--- src/rtl/buserr_pkg.sv ---
package buserr_pkg;

   typedef enum logic {
      SEL_TYPE = 1'b0,
      SEL_ADDR = 1'b1
   } cap_sel_e;

   localparam int unsigned CAP_W = 64;

   function automatic int unsigned def_width(input int unsigned ct_w);
      return ct_w + 3;
   endfunction

endpackage

--- src/rtl/buserr_cycle_trk.sv ---
module buserr_cycle_trk #(
   parameter int unsigned PA_W      = 32,
   parameter int unsigned CT_W      = 8,
   parameter int unsigned BURST_LEN = 4,
   localparam int unsigned DEF_W    = CT_W + 3,
   localparam int unsigned CNT_W    = $clog2(BURST_LEN + 1)
) (
   input  logic             clk,
   input  logic             rst_n,
   input  logic             cyc_start,
   input  logic [PA_W-1:0]  cyc_addr,
   input  logic [CT_W-1:0]  cyc_type,
   input  logic             cyc_burst,
   input  logic             bus_lock,
   input  logic             inq_wb,
   input  logic             ready,
   input  logic             abort,
   output logic             active,
   output logic             last_beat,
   output logic [PA_W-1:0]  cur_addr,
   output logic [DEF_W-1:0] cur_def
);

   localparam logic [CNT_W-1:0] BEATS_BURST  = CNT_W'(BURST_LEN);
   localparam logic [CNT_W-1:0] BEATS_SINGLE = CNT_W'(1);

   logic [CNT_W-1:0] owed_q;
   logic [CNT_W-1:0] owed_new;

   generate
      if (BURST_LEN < 1) begin : g_bad_len
         $error("BURST_LEN must be at least one");
      end
      if (BURST_LEN == 1) begin : g_single_only
         assign owed_new = BEATS_SINGLE;
      end else begin : g_sel_len
         assign owed_new = cyc_burst ? BEATS_BURST : BEATS_SINGLE;
      end
   endgenerate

   assign active    = (owed_q != '0);
   assign last_beat = active & ready & (owed_q == BEATS_SINGLE) & ~abort;

   always_ff @(posedge clk) begin
      if (!rst_n) begin
         owed_q   <= '0;
         cur_addr <= '0;
         cur_def  <= '0;
      end else if (abort) begin
         owed_q <= '0;
      end else if (!active && cyc_start) begin
         owed_q   <= owed_new;
         cur_addr <= cyc_addr;
         cur_def  <= {inq_wb, bus_lock, cyc_burst, cyc_type};
      end else if (active && ready) begin
         owed_q <= owed_q - CNT_W'(1);
      end
   end

   // the owed count never exceeds the burst length
   a_r6_owed_bound: assert property (@(posedge clk) disable iff (!rst_n)
      owed_q <= BEATS_BURST);

   // a transfer only ends after a strobe was seen
   a_r6_end_on_strobe: assert property (@(posedge clk) disable iff (!rst_n)
      (active && !ready && !abort) |=> active);

endmodule

--- src/rtl/buserr_arbiter.sv ---
module buserr_arbiter (
   input  logic clk,
   input  logic rst_n,
   input  logic bus_err,
   input  logic backoff_req,
   input  logic hold_req,
   input  logic addr_hold_req,
   output logic err_eff,
   output logic backoff_ack,
   output logic hold_ack,
   output logic addr_hold_ack
);

   logic err_held_q;

   assign backoff_ack   = backoff_req & ~(bus_err & err_held_q);
   assign err_eff       = bus_err & ~backoff_ack;
   assign hold_ack      = hold_req & ~err_eff;
   assign addr_hold_ack = addr_hold_req;

   always_ff @(posedge clk) begin
      if (!rst_n) err_held_q <= 1'b0;
      else        err_held_q <= err_eff;
   end

   // an error kept high after it took effect blocks back-off
   a_r11_backoff_blocked: assert property (@(posedge clk) disable iff (!rst_n)
      (bus_err && $past(bus_err) && !$past(backoff_ack)) |-> !backoff_ack);

   // a fresh error never outranks back-off
   a_r10_backoff_wins: assert property (@(posedge clk) disable iff (!rst_n)
      (backoff_req && !$past(bus_err)) |-> backoff_ack);

endmodule

--- src/rtl/buserr_capture_regs.sv ---
module buserr_capture_regs
   import buserr_pkg::*;
#(
   parameter int unsigned PA_W = 32,
   parameter int unsigned CT_W = 8,
   localparam int unsigned DEF_W = CT_W + 3
) (
   input  logic             clk,
   input  logic             rst_n,
   input  logic             capture,
   input  logic [PA_W-1:0]  addr_in,
   input  logic [DEF_W-1:0] def_in,
   input  logic             rd_idx,
   output logic [CAP_W-1:0] rd_data
);

   logic [CAP_W-1:0] addr_q;
   logic [CAP_W-1:0] type_q;
   logic [CAP_W-1:0] addr_ext;
   logic [CAP_W-1:0] def_ext;

   generate
      if (PA_W > CAP_W || PA_W < 1) begin : g_bad_pa
         $error("PA_W must lie between 1 and 64");
      end
      if (DEF_W > CAP_W) begin : g_bad_ct
         $error("CT_W too wide for the type register");
      end
      if (PA_W == CAP_W) begin : g_addr_full
         assign addr_ext = addr_in;
      end else begin : g_addr_pad
         assign addr_ext = {{(CAP_W - PA_W){1'b0}}, addr_in};
      end
      if (DEF_W == CAP_W) begin : g_def_full
         assign def_ext = def_in;
      end else begin : g_def_pad
         assign def_ext = {{(CAP_W - DEF_W){1'b0}}, def_in};
      end
   endgenerate

   always_ff @(posedge clk) begin
      if (!rst_n) begin
         addr_q <= '0;
         type_q <= '0;
      end else if (capture) begin
         addr_q <= addr_ext;
         type_q <= def_ext;
      end
   end

   always_comb begin
      unique case (cap_sel_e'(rd_idx))
         SEL_ADDR: rd_data = addr_q;
         default:  rd_data = type_q;
      endcase
   end

   // without a capture strobe the registers keep their value
   a_r12_hold_value: assert property (@(posedge clk) disable iff (!rst_n)
      !capture |=> ($stable(addr_q) && $stable(type_q)));

   generate
      if (PA_W < CAP_W) begin : g_chk_pad
         // address bits above the physical width stay zero
         a_r2_upper_zero: assert property (@(posedge clk) disable iff (!rst_n)
            addr_q[CAP_W-1:PA_W] == '0);
      end
   endgenerate

endmodule

--- src/rtl/buserr_mce_sched.sv ---
module buserr_mce_sched (
   input  logic clk,
   input  logic rst_n,
   input  logic hit,
   input  logic mc_enable,
   input  logic last_beat,
   input  logic abort,
   input  logic defer,
   output logic flagged,
   output logic mce_req
);

   logic flag_q;
   logic arm_q;
   logic pend_q;
   logic req_q;
   logic set_pend;
   logic fire;

   assign flagged  = flag_q;
   assign mce_req  = req_q;
   assign set_pend = last_beat & (arm_q | (hit & mc_enable));
   assign fire     = pend_q & ~defer & ~req_q;

   always_ff @(posedge clk) begin
      if (!rst_n) begin
         flag_q <= 1'b0;
         arm_q  <= 1'b0;
      end else if (abort || last_beat) begin
         flag_q <= 1'b0;
         arm_q  <= 1'b0;
      end else begin
         flag_q <= flag_q | hit;
         arm_q  <= arm_q | (hit & mc_enable);
      end
   end

   always_ff @(posedge clk) begin
      if (!rst_n) begin
         pend_q <= 1'b0;
         req_q  <= 1'b0;
      end else begin
         pend_q <= (pend_q & ~fire) | set_pend;
         req_q  <= fire;
      end
   end

   // the request is a single-cycle pulse
   a_r4_single_pulse: assert property (@(posedge clk) disable iff (!rst_n)
      mce_req |=> !mce_req);

   // a request only becomes pending at the last strobe
   a_r6_pend_at_end: assert property (@(posedge clk) disable iff (!rst_n)
      $rose(pend_q) |-> $past(last_beat));

   // a deferral input suppresses the next request
   a_r7_deferred: assert property (@(posedge clk) disable iff (!rst_n)
      defer |=> !mce_req);

endmodule

--- src/rtl/buserr_capture_ctrl.sv ---
module buserr_capture_ctrl
   import buserr_pkg::*;
#(
   parameter int unsigned PA_W      = 32,
   parameter int unsigned CT_W      = 8,
   parameter int unsigned BURST_LEN = 4,
   parameter logic [7:0]  MC_VECTOR = 8'h12
) (
   input  logic            clk,
   input  logic            rst_n,
   input  logic            cyc_start,
   input  logic [PA_W-1:0] cyc_addr,
   input  logic [CT_W-1:0] cyc_type,
   input  logic            cyc_burst,
   input  logic            bus_lock,
   input  logic            inq_wb,
   input  logic            ready,
   input  logic            bus_err,
   input  logic            backoff_req,
   input  logic            hold_req,
   input  logic            addr_hold_req,
   input  logic            low_power,
   input  logic            mc_enable,
   input  logic            rd_idx,
   output logic [63:0]     rd_data,
   output logic            mce_req,
   output logic [7:0]      mce_vec,
   output logic            backoff_ack,
   output logic            hold_ack,
   output logic            addr_hold_ack
);

   localparam int unsigned DEF_W = def_width(CT_W);

   logic             err_eff;
   logic             active;
   logic             last_beat;
   logic             flagged;
   logic             hit;
   logic             defer;
   logic [PA_W-1:0]  cur_addr;
   logic [DEF_W-1:0] cur_def;

   buserr_arbiter u_arb (
      .clk           (clk),
      .rst_n         (rst_n),
      .bus_err       (bus_err),
      .backoff_req   (backoff_req),
      .hold_req      (hold_req),
      .addr_hold_req (addr_hold_req),
      .err_eff       (err_eff),
      .backoff_ack   (backoff_ack),
      .hold_ack      (hold_ack),
      .addr_hold_ack (addr_hold_ack)
   );

   buserr_cycle_trk #(
      .PA_W      (PA_W),
      .CT_W      (CT_W),
      .BURST_LEN (BURST_LEN)
   ) u_trk (
      .clk       (clk),
      .rst_n     (rst_n),
      .cyc_start (cyc_start),
      .cyc_addr  (cyc_addr),
      .cyc_type  (cyc_type),
      .cyc_burst (cyc_burst),
      .bus_lock  (bus_lock),
      .inq_wb    (inq_wb),
      .ready     (ready),
      .abort     (backoff_ack),
      .active    (active),
      .last_beat (last_beat),
      .cur_addr  (cur_addr),
      .cur_def   (cur_def)
   );

   assign hit   = err_eff & active & (~low_power | ready) & ~flagged;
   assign defer = bus_lock | inq_wb | low_power;

   buserr_capture_regs #(
      .PA_W (PA_W),
      .CT_W (CT_W)
   ) u_regs (
      .clk     (clk),
      .rst_n   (rst_n),
      .capture (hit),
      .addr_in (cur_addr),
      .def_in  (cur_def),
      .rd_idx  (rd_idx),
      .rd_data (rd_data)
   );

   buserr_mce_sched u_sched (
      .clk       (clk),
      .rst_n     (rst_n),
      .hit       (hit),
      .mc_enable (mc_enable),
      .last_beat (last_beat),
      .abort     (backoff_ack),
      .defer     (defer),
      .flagged   (flagged),
      .mce_req   (mce_req)
   );

   assign mce_vec = mce_req ? MC_VECTOR : 8'h00;

   // no capture without an outstanding transfer
   a_r12_idle_ignored: assert property (@(posedge clk) disable iff (!rst_n)
      !active |-> !hit);

   // an effective error always blocks hold
   a_r11_hold_blocked: assert property (@(posedge clk) disable iff (!rst_n)
      (bus_err && !backoff_req) |-> !hold_ack);

   // vector present exactly with the request
   a_r4_vector: assert property (@(posedge clk) disable iff (!rst_n)
      mce_req |-> (mce_vec == MC_VECTOR));

endmodule

--- config.mk ---
export PLATFORM = sky130hd
export DESIGN_NAME = buserr_capture_ctrl
export DESIGN_NICKNAME = d
export VERILOG_FILES = /design/src/rtl/buserr_pkg.sv /design/src/rtl/buserr_cycle_trk.sv /design/src/rtl/buserr_arbiter.sv /design/src/rtl/buserr_capture_regs.sv /design/src/rtl/buserr_mce_sched.sv /design/src/rtl/buserr_capture_ctrl.sv
export SDC_FILE = /design/constraint.sdc
export NUM_CORES = 1
export LEC_CHECK = 0
export ABC_AREA = 1
export BUFFER_PORTS_ARGS = -buffer_cell sky130_fd_sc_hd__buf_2
export CORE_MARGIN = 2
export CORE_UTILIZATION = 30
export DETAILED_ROUTE_END_ITERATION = 8
export PLACE_DENSITY_LB_ADDON = 0.15
export SLEW_MARGIN = 10
export SYNTH_ARGS = -nofsm -noshare
export SYNTH_HDL_FRONTEND = slang
export SYNTH_SLANG_ARGS = --single-unit
--- constraint.sdc ---
create_clock -name clk -period 1.5 [get_ports clk]
set_clock_uncertainty 0.05 [all_clocks]
set_input_delay 0.075 -clock clk [delete_from_list [all_inputs] [get_ports clk]]
set_output_delay 0.075 -clock clk [all_outputs]
set_load 0.05 [all_outputs]
After elaboration in Yosys (flattened, before gate mapping). Index checks and enable logic that the tools add are counted.

Register bits: 94. Input port bits: 54. Output and inout bits: 76.

Reduce and logical (&&, ||, !) cells: 9. Equal/unequal tests: 1. Bitwise operators: 30. Add/subtract/negate cells: 1. Muxes and demuxes: 5.

Operators by type and width (number): 32-bit 2-to-1 mux (1); 1-bit AND (15); 3-bit 2-to-1 mux (3); 1-bit inverter (9); 1-bit OR (6); 5-bit 2-to-1 mux (1); 2-bit OR reduction (2); 3-bit by 1-bit equality test with 1-bit output, second input constant (1); 3-bit nonzero test (1); 3-bit by 1-bit subtractor with 3-bit output, second input constant (1); 1-bit logical AND (2); 2-bit AND reduction (1); 2-bit nonzero test (1); 1-bit zero test (1); 1-bit logical OR (1).

Depth between registers and ports, before layout. Gate-level depths: netlist of the first run.

Word-level depth: 12. Depth in mapped cells: 10. Depth with buffers taken out: 9.

By module. From an unflattened synthesis of the first run, not the netlist that was laid out.

Cells, all modules: 743. Area total of the unflattened synthesis: 4655.7 µm².

Modules (own cells, without submodules): buserr_capture_regs (instances 1, area an instance 2338.5 µm², cells each 386); buserr_cycle_trk (instances 1, area an instance 2008.2 µm², cells each 310); buserr_mce_sched (instances 1, area an instance 145.1 µm², cells each 19); buserr_capture_ctrl (instances 1, area an instance 91.3 µm², cells each 16); buserr_arbiter (instances 1, area an instance 72.6 µm², cells each 12).

Worst setup path after synthesis of the first run. Ideal clock, no wire load.

Path kind: input port to output port. From: input rd_idx. To: output rd_data[10]. Required time: 1.375 ns. Setup slack: -0.125 ns. Cell stages on the path: 3. Data arrival time: 1.500 ns. Cells stage by stage: clkbuf_1 > clkbuf_1 > o21ai_0.

Cells in the longest elaborated chain, start to end: 1.

Ends and longest elaborated chain: start: declaration (line buserr_capture_ctrl.sv:24) `input logic rd_idx,`; 32-bit 2-to-1 mux (line buserr_capture_regs.sv:52) `unique case (cap_sel_e'(rd_idx))`; end: declaration (line buserr_capture_ctrl.sv:25) `output logic [63:0] rd_data,`.

Every way passes these cells.

Worst setup path after layout of the first run.
From: register u_trk.owed_q[0]. To: register u_regs.addr_q[12].

Cells in the longest elaborated chain, start to end: 4.

Ends and longest elaborated chain: start: declaration (line buserr_cycle_trk.sv:27) `logic [CNT_W-1:0] owed_q;`; start signal: assignment (line buserr_cycle_trk.sv:52) `owed_q <= owed_new;`; start signal: assignment (line buserr_cycle_trk.sv:56) `owed_q <= owed_q - CNT_W'(1);`; 3-bit nonzero test (line buserr_cycle_trk.sv:41) `assign active = (owed_q != '0);`; 1-bit AND (3 in series) (line buserr_capture_ctrl.sv:78) `assign hit = err_eff & active & (~low_power | ready) & ~flagged;`; end signal: assignment (line buserr_capture_regs.sv:46) `addr_q <= addr_ext;`; end: declaration (line buserr_capture_regs.sv:17) `logic [CAP_W-1:0] addr_q;`.

Every way passes these cells. A chain may end at the register's enable or synchronous reset.

==> metrics.md, run 1 <==
| Metric | Value |
|---|---|
| Outcome | `complete, but fails checks` |
| Violations in the final reports | `setup timing` |
| Utilization of the core after routing | `44.0%` |
| Net switching fraction of the power | `approximately 27%` |
| Maximum level of the CTS H-tree | `3` |
| Multi-input gate area | `approximately 1700 um2` |
| Site row count | `42` |
| Final GP Congestion | `between 0.8 and 0.9` |
| Routed Wire Length | `around 11000 um` |
| Met3 layer usage reported by global route | `between 2 and 3%` |
| Cts bufs inserted | `9` |
| Worst-Skew Late Latency | `approximately 340 ps` |
| Post-DP HPWL | `6810 um` |
| Total congestion overflow after global routing | `0` |
| Detailed Routing Iterations Pass 1 | `4` |
| Worst hold path class | `input pin to register` |
| Netlist area before placement | `3990 um2` |
| Register-to-register setup slack | `-10 ps` |
| Fraction of the yosys area taken by sequential cells | `a little under half` |
| Xor-xnor portion of the synthesized cell area | `0%` |
| Max-cap violation count | `0` |
| Synthesis-to-layout area growth | `44.7%` |
| CTS clk-pin slew, worst paths | `~70 ps` |
| Startpoint types | `register` |
| Net count, final | `746` |
| Min-Delay Startpoint | `low_power` |
| Average cell area after synthesis | `7.31 um2` |
| Maximum count of clock buffers along a single path | `2` |
| Pin count of the biggest net entering global routing | `a little over 40` |
| Total power density per cell area | `about 1100 nW/um2` |
| Overall global routing resource usage | `between 10 and 15%` |
| Count of unresolved DRC violations after routing | `0` |
| M1 GR Usage | `between 20% and 30%` |
| Synth top area share | `about 47%` |
| Io pins | `130` |
| Global-route wire length before repair | `approximately 17000 um` |
| Crit path capture type | `register` |
| Pre-CTS setup slack | `-27.3 ps` |
| Routed length per placed instance | `around 12 um` |
| Fmax achieved | `around 0.66 GHz` |
| Diodes inserted | `0` |
| Switching power | `approximately 1.7 mW` |
| Launch point of the worst reg-to-reg path | `u_trk.owed_q[0]$_SDFFE_PP0P_` |
| Share of the cycle needed by the critical path after routing | `101%` |
| RR Endpoint | `u_regs.addr_q[12]$_SDFFE_PN0P_` |
| Initial antenna violation count | `0` |
| # port buffers | `89` |
| First-iteration detailed-routing DRC count | `between 150 and 200` |
| Total area of sequential cells | `about 1900 um2` |
| Count of mapped cells out of synthesis | `546` |
| Final setup margin | `-14.3 ps` |
| Initial Util | `just over 30%` |
| Via density | `around 4.3` |
| Required time of the critical path | `1680 ps` |
| Mux cell area share after synthesis | `0%` |
| Height of the die | `around 120 um` |
| Cell types occupying the most area after synthesis | `dfxtp_1 (47%), nand2_1 (10%), nor2_1 (8.5%), o21ai_0 (8.3%), buf_4 (7.7%)` |
| Crit path kind | `register to register` |
| Via count of the first global-routing pass | `about 3500` |
| Final number of setup-violating endpoints | `10` |
| Post-Synth Adder-Cell Area | `less than 1%` |
| Die extent in x | `~120 um` |
| Number of endpoints with negative hold slack in the final report | `0` |
| Overall via count from detail_route | `between 3000 and 4000` |
| Synth Area in Compound Gates | `approximately 15%` |
| Ratio of cells with drive above 1 in the final layout | `between 20 and 30%` |
| Post-layout total power | `6.25 mW` |
| Global routing met2 resource utilization | `23.6%` |
| Post-synthesis simple-gate area fraction | `20.5%` |
| Reg2Reg Depth | `10` |
| Flop and latch count out of synthesis | `94` |
| RSZ-0062 raised after global routing | `yes` |
| Synthesis warning total | `0` |
| Main combinational cell family by area after synthesis | `simple AND/OR/NAND/NOR gates` |
| Sequential cell fraction of total power | `43.1%` |
| Worst voltage drop across the vdd grid | `0.633 mV` |
| Unique masters post-synth | `25` |
| Number of max-slew violations in the final report | `0` |
| Data arrival time of the critical path | `around 1700 ps` |
| Full die area | `14200 um2` |
| Hold Slack | `8.10 ps` |
| Internal Pwr Total | `about 4.6 mW` |
| Static Leakage | `~2.7 nW` |
| Comb power frac | `16.7%` |
| CTS tree | `yes` |
| Worst hold endpoint | `u_sched.mce_req$_SDFF_PN0_` |
| Clock power frac | `40.1%` |
| Remaining antenna violation count | `0` |
| Top Usage Layer GRT | `met2` |
| Total of fill cells in the finished design | `1364` |
| Min Tclk post-route | `1510 ps` |
| Hold path cells | `4` |
| Clock Sink Count | `94` |
| Clk root buf | `clkbuf_16` |
| Synth area leader | `dfxtp_1` |
| Critical-path maximum fanout | `6` |
| Core outline area | `~13000 um2` |
## final cells by class
cell class                 instances  share of cell area (%)
timing repair buffer             166                    24.2
inverter                          50                    3.38
multi-input combinational        368                    30.3
clock inverter                     5                    1.41
tap                              176                    3.81
clock buffer                      11                    4.38
sequential                        94                    32.6
## layer usage
metal	wire length (um)	share of wire (%)	up-vias
met5	0	0	-
met4	136	1.3	0
met3	451	4.2	10
met2	4800	45	108
met1	5340	50	1681
li1	-	-	1916
## worst max path at each step
stage | start | slack (ps) | endpoint
2_1_floorplan | rd_idx | -120 | rd_data[10]
3_3_place_gp | u_trk.owed_q[0]$_SDFFE_PP0P_ | 4 | u_trk.cur_addr[16]$_SDFFE_PN0P_
3_5_place_dp | u_trk.owed_q[0]$_SDFFE_PP0P_ | -30 | u_regs.addr_q[3]$_SDFFE_PN0P_
4_1_cts | u_trk.owed_q[0]$_SDFFE_PP0P_ | 8 | u_trk.cur_addr[30]$_SDFFE_PN0P_
5_1_grt | u_trk.owed_q[1]$_SDFFE_PP0P_ | -80 | u_regs.addr_q[31]$_SDFFE_PN0P_
6_report | u_trk.owed_q[0]$_SDFFE_PP0P_ | -10 | u_regs.addr_q[12]$_SDFFE_PN0P_
## critical path, stage by stage (launching register included)
cell       delay (ps)
dfxtp_2           340
inv_2              50
ha_4              150
nand2_2            60
nand2_1            50
inv_2              70
nand3_4           160
buf_8             200
clkbuf_16         160
nand2_1            60
a21oi_1            60
## repair_timing
item                                    CTS  global route
endpoints found under the setup margin   25            87
endpoints found under the hold margin    46             0
hold buffers                             45             0
gates resized for setup                  11            58
buffers inserted                          4             1
pin swaps                                 1             8
cloned                                    2             5
## sequential cells by signal (all words and copies together), names as in the netlist, 3 cells and up
register,flops
u_trk.owed_q,3
u_regs.type_q,11
u_trk.cur_def,11
u_trk.cur_addr,32
u_regs.addr_q,32
## placed cells by master (no fill, tap or decap), types with 2 or more instances in the layout
cell type	count
a21oi_1	38
a21oi_2	10
buf_12	9
buf_16	2
buf_2	89
buf_4	13
buf_8	2
bufinv_16	2
clkbuf_16	14
clkbuf_8	2
conb_1	38
dfxtp_1	93
dlygate4sd3_1	45
ha_1	2
inv_1	39
inv_2	9
nand2_1	87
nand2_2	21
nand2_4	3
nand4_1	3
nor2_1	90
o21ai_0	57
o21ai_1	5
o21ai_2	5
## power groups by stage
stage / combinational, mW / sequential, mW / clock (mW)
after detailed placement: 0.839 / 2.74 / 0
final: 1.04 / 2.70 / 2.51
after global routing: 1.14 / 2.71 / 2.67
after floorplan: 0.674 / 2.73 / 0
after global placement: 0.831 / 2.74 / 0
after CTS: 0.975 / 2.69 / 2.56
## per-stage QoR
stage / setup TNS [ps] / cells / area, um2
after floorplan: -1110 / 583 / 4130
after global placement: 0 / 797 / 4570
after detailed placement: -128 / 797 / 4570
after CTS: 0 / 864 / 5480
after global routing: -2090 / 870 / 5780
final: -49.1 / 870 / 5780
## cells in the mapped netlist
master      n
nor3_1      1
nand2_1   111
o21ai_2     1
nand3_1     1
nor2_1     90
clkbuf_1   14
o21ai_0    66
buf_4      41
ha_1        3
conb_1      1
buf_6       3
clkbuf_2    1
o22ai_1     1
nand3b_1    1
inv_2       8
nand3_4     1
nand4_1     3
a21oi_1    48
nor2_4      1
a21oi_2     1
buf_2      12
clkinv_1    1
dfxtp_1    94
a31oi_1     1
inv_1      41
## cell families (layout without fill, tap and decap cells)
logic type,Yosys count,after routing
AND/OR/NAND/NOR,209,209
buffers and inverters,121,232
AO/OA/AOI/OAI,118,118
flip-flops,94,94
adder cells (fa/ha/maj),3,3
other,1,38
No activity file was read; power rests on OpenSTA's default activity.
==> run 2, diff against run 1 <==
CORE_ASPECT_RATIO = 1.1   (was not set)
==> metrics.md, run 2 (synthesis results as in run 1) <==
| Metric | Value |
|---|---|
| Io pins | `130` |
| Total congestion overflow after global routing | `0` |
| Final number of setup-violating endpoints | `0` |
| Diodes inserted | `0` |
| Net switching fraction of the power | `about a quarter` |
| Worst hold path class | `input pin to register` |
| Die extent in x | `between 100 and 150 um` |
| Net count, final | `~740` |
| Final instance area | `roughly 5500 um2` |
| Share of the cycle needed by the critical path after routing | `between 90% and 100%` |
| Startpoint types | `register` |
| Initial Util | `just over 30%` |
| Regs by FF count | `u_regs.addr_q: 32 flops, u_trk.cur_addr: 32 flops` |
| Sequential cell fraction of total power | `between 40 and 50%` |
| Cell with the largest stage delay on the worst path | `dfxtp_2` |
| Maximum count of clock buffers along a single path | `2` |
| Commonest non-fill, non-tap cell in the layout | `nand2_1` |
| Data arrival time of the critical path | `1650 ps` |
| Fmax achieved | `roughly 0.68 GHz` |
| CTS clk-pin slew, worst paths | `70 ps` |
| Core outline area | `around 13000 um2` |
| Cell area reported after detailed placement | `approximately 4500 um2` |
| Launch point of the worst reg-to-reg path | `u_trk.owed_q[0]$_SDFFE_PP0P_` |
| Worst stage delay on the critical path | `roughly 350 ps` |
| Maximum level of the CTS H-tree | `3` |
| Clock Sink Count | `94` |
| Critical-path maximum fanout | `30` |
| Via density | `4.35` |
| Crit path capture type | `register` |
| Number of cells after detailed placement | `a little under 800` |
| Comb power frac | `~16%` |
| CTS tree | `yes` |
| Global-route wire length before repair | `16600 um` |
| Number of max-slew violations in the final report | `0` |
| Most common cell on crit path | `inv_2` |
| Count of unresolved DRC violations after routing | `0` |
| Crit path kind | `register to register` |
| Full die area | `roughly 14000 um2` |
| Min Tclk post-route | `between 1000 and 1500 ps` |
| Min-Delay Startpoint | `ready` |
| Final Non-Filler Cells | `850` |
| Family with the most delay on the worst path | `flip-flops` |
| Worst-Skew Late Latency | `between 300 and 400 ps` |
| Clock power frac | `about two fifths` |
| Sum of buffers and inverters on the critical path | `3` |
| Critical path origin | `u_trk.owed_q[0]$_SDFFE_PP0P_` |
| Worst voltage drop across the vdd grid | `between 0.4 and 0.5 mV` |
| Critical path cell sequence | `inv_2, ha_4, nand2_4, nand2_2, inv_2, nand3_4, buf_12, o21ai_0, a21oi_1` |
| Synthesis-to-layout area growth | `38.7%` |
| Routed length per placed instance | `between 10 and 15 um` |
| Pin count of the biggest net entering global routing | `44` |
| # port buffers | `89` |
| Outcome | `finished clean` |
| Multi-input gate area | `1660 um2` |
| Post-DP HPWL | `about 6600 um` |
| Utilization of the core after routing | `a little over two fifths` |
| Final GP Congestion | `about 0.85` |
| Ratio of cells with drive above 1 in the final layout | `between 20% and 30%` |
| Required time of the critical path | `1680 ps` |
| Initial antenna violation count | `0` |
| Max-cap violation count | `0` |
| RSZ-0062 raised after global routing | `yes` |
| Clk root buf | `clkbuf_16` |
| Commonest non-fill, non-tap cells in the layout | `nand2_1 (108), dfxtp_1 (93), buf_2 (87)` |
| Overall global routing resource usage | `between 10% and 20%` |
| Via count of the first global-routing pass | `3488` |
| Internal Pwr Total | `between 4 and 5 mW` |
| Overall via count from detail_route | `approximately 3700` |
| Detailed Routing Iterations Pass 1 | `4` |
| Site row count | `44` |
| Switching power | `roughly 1.6 mW` |
| Routed Wire Length | `between 10000 and 15000 um` |
| Setup_tns | `0 ps` |
| First-iteration detailed-routing DRC count | `around 110` |
| Height of the die | `125 um` |
| Cts bufs inserted | `9` |
| Total power density per cell area | `between 1000 and 1500 nW/um2` |
| Number of endpoints with negative hold slack in the final report | `0` |
| Total area of sequential cells | `approximately 1900 um2` |
| Static Leakage | `between 2 and 3 nW` |
| Total of fill cells in the finished design | `between 1000 and 1500` |
| Remaining antenna violation count | `0` |
-- run 2: cell types whose count changed in the layout (fill, tap and decap cells not counted), sizes merged --
cell / before / now
clkinvlp: 1 / 0
clkinv: 3 / 1
dlygate4sd3: 45 / 46
buf: 116 / 113
-- run 2: routing by layer --
layer / global-route usage [%] / part of all wire, % / vias up
met2: 23.6 / 46 / 85
met3: 2.47 / 3.4 / 15
met5: 0 / 0 / -
met1: 19.1 / 48 / 1685
met4: 6.17 / 1.8 / 0
li1: - / - / 1912
-- run 2: worst register-to-register path, stage by stage (launching register included) --
cell,delay (ps)
dfxtp_2,350
inv_2,50
ha_4,170
nand2_4,60
nand2_2,50
inv_2,70
nand3_4,120
buf_12,200
o21ai_0,190
a21oi_1,60
-- run 2: timing repair --
item / 4_1_cts / 5_1_grt
hold buffers: 46 / 0
cloned: 2 / 2
setup buffers: 5 / 2
resized for setup: 12 / 24
pin swaps: 2 / 4
endpoints found under the setup margin: 64 / 76
hold endpoints to repair: 48 / 0
-- run 2: area by class of cell --
cell class                      instances  area share [%]
Clock buffer                           14            5.31
Sequential cell                        94            34.0
Clock inverter                          2            1.09
Multi-Input combinational cell        368            30.1
Timing Repair Buffer                  161            22.3
Tap cell                              161            3.64
Inverter                               50            3.57
-- run 2: worst paths after layout --
check	endpoint	slack (ps)	cells past startpoint
worst max-delay path	u_regs.type_q[2]$_SDFFE_PN0P_	30	9
worst min register to register	u_regs.type_q[1]$_SDFFE_PN0P_	400	2
worst min-delay path	u_trk.owed_q[2]$_SDFFE_PP0P_	40	3
worst max register to register	u_regs.type_q[2]$_SDFFE_PN0P_	30	9
-- run 2: power by group through the flow --
stage	sequential [mW]	combinational [mW]	clock [mW]
final	2.69	0.995	2.63
after global routing	2.71	1.09	2.80
after CTS	2.69	0.958	2.69
after detailed placement	2.74	0.819	0
after global placement	2.74	0.810	0
after floorplan	2.73	0.674	0
-- run 2: metrics by stage --
step	worst slack, ps	total power, mW	hold slack (ps)
CTS	0.433	6.34	22.1
floorplan	-125	3.40	160
global route	-44.9	6.59	43.4
detailed placement	-81.7	3.56	100
finish	28.8	6.32	37.1
global placement	-27.3	3.55	100
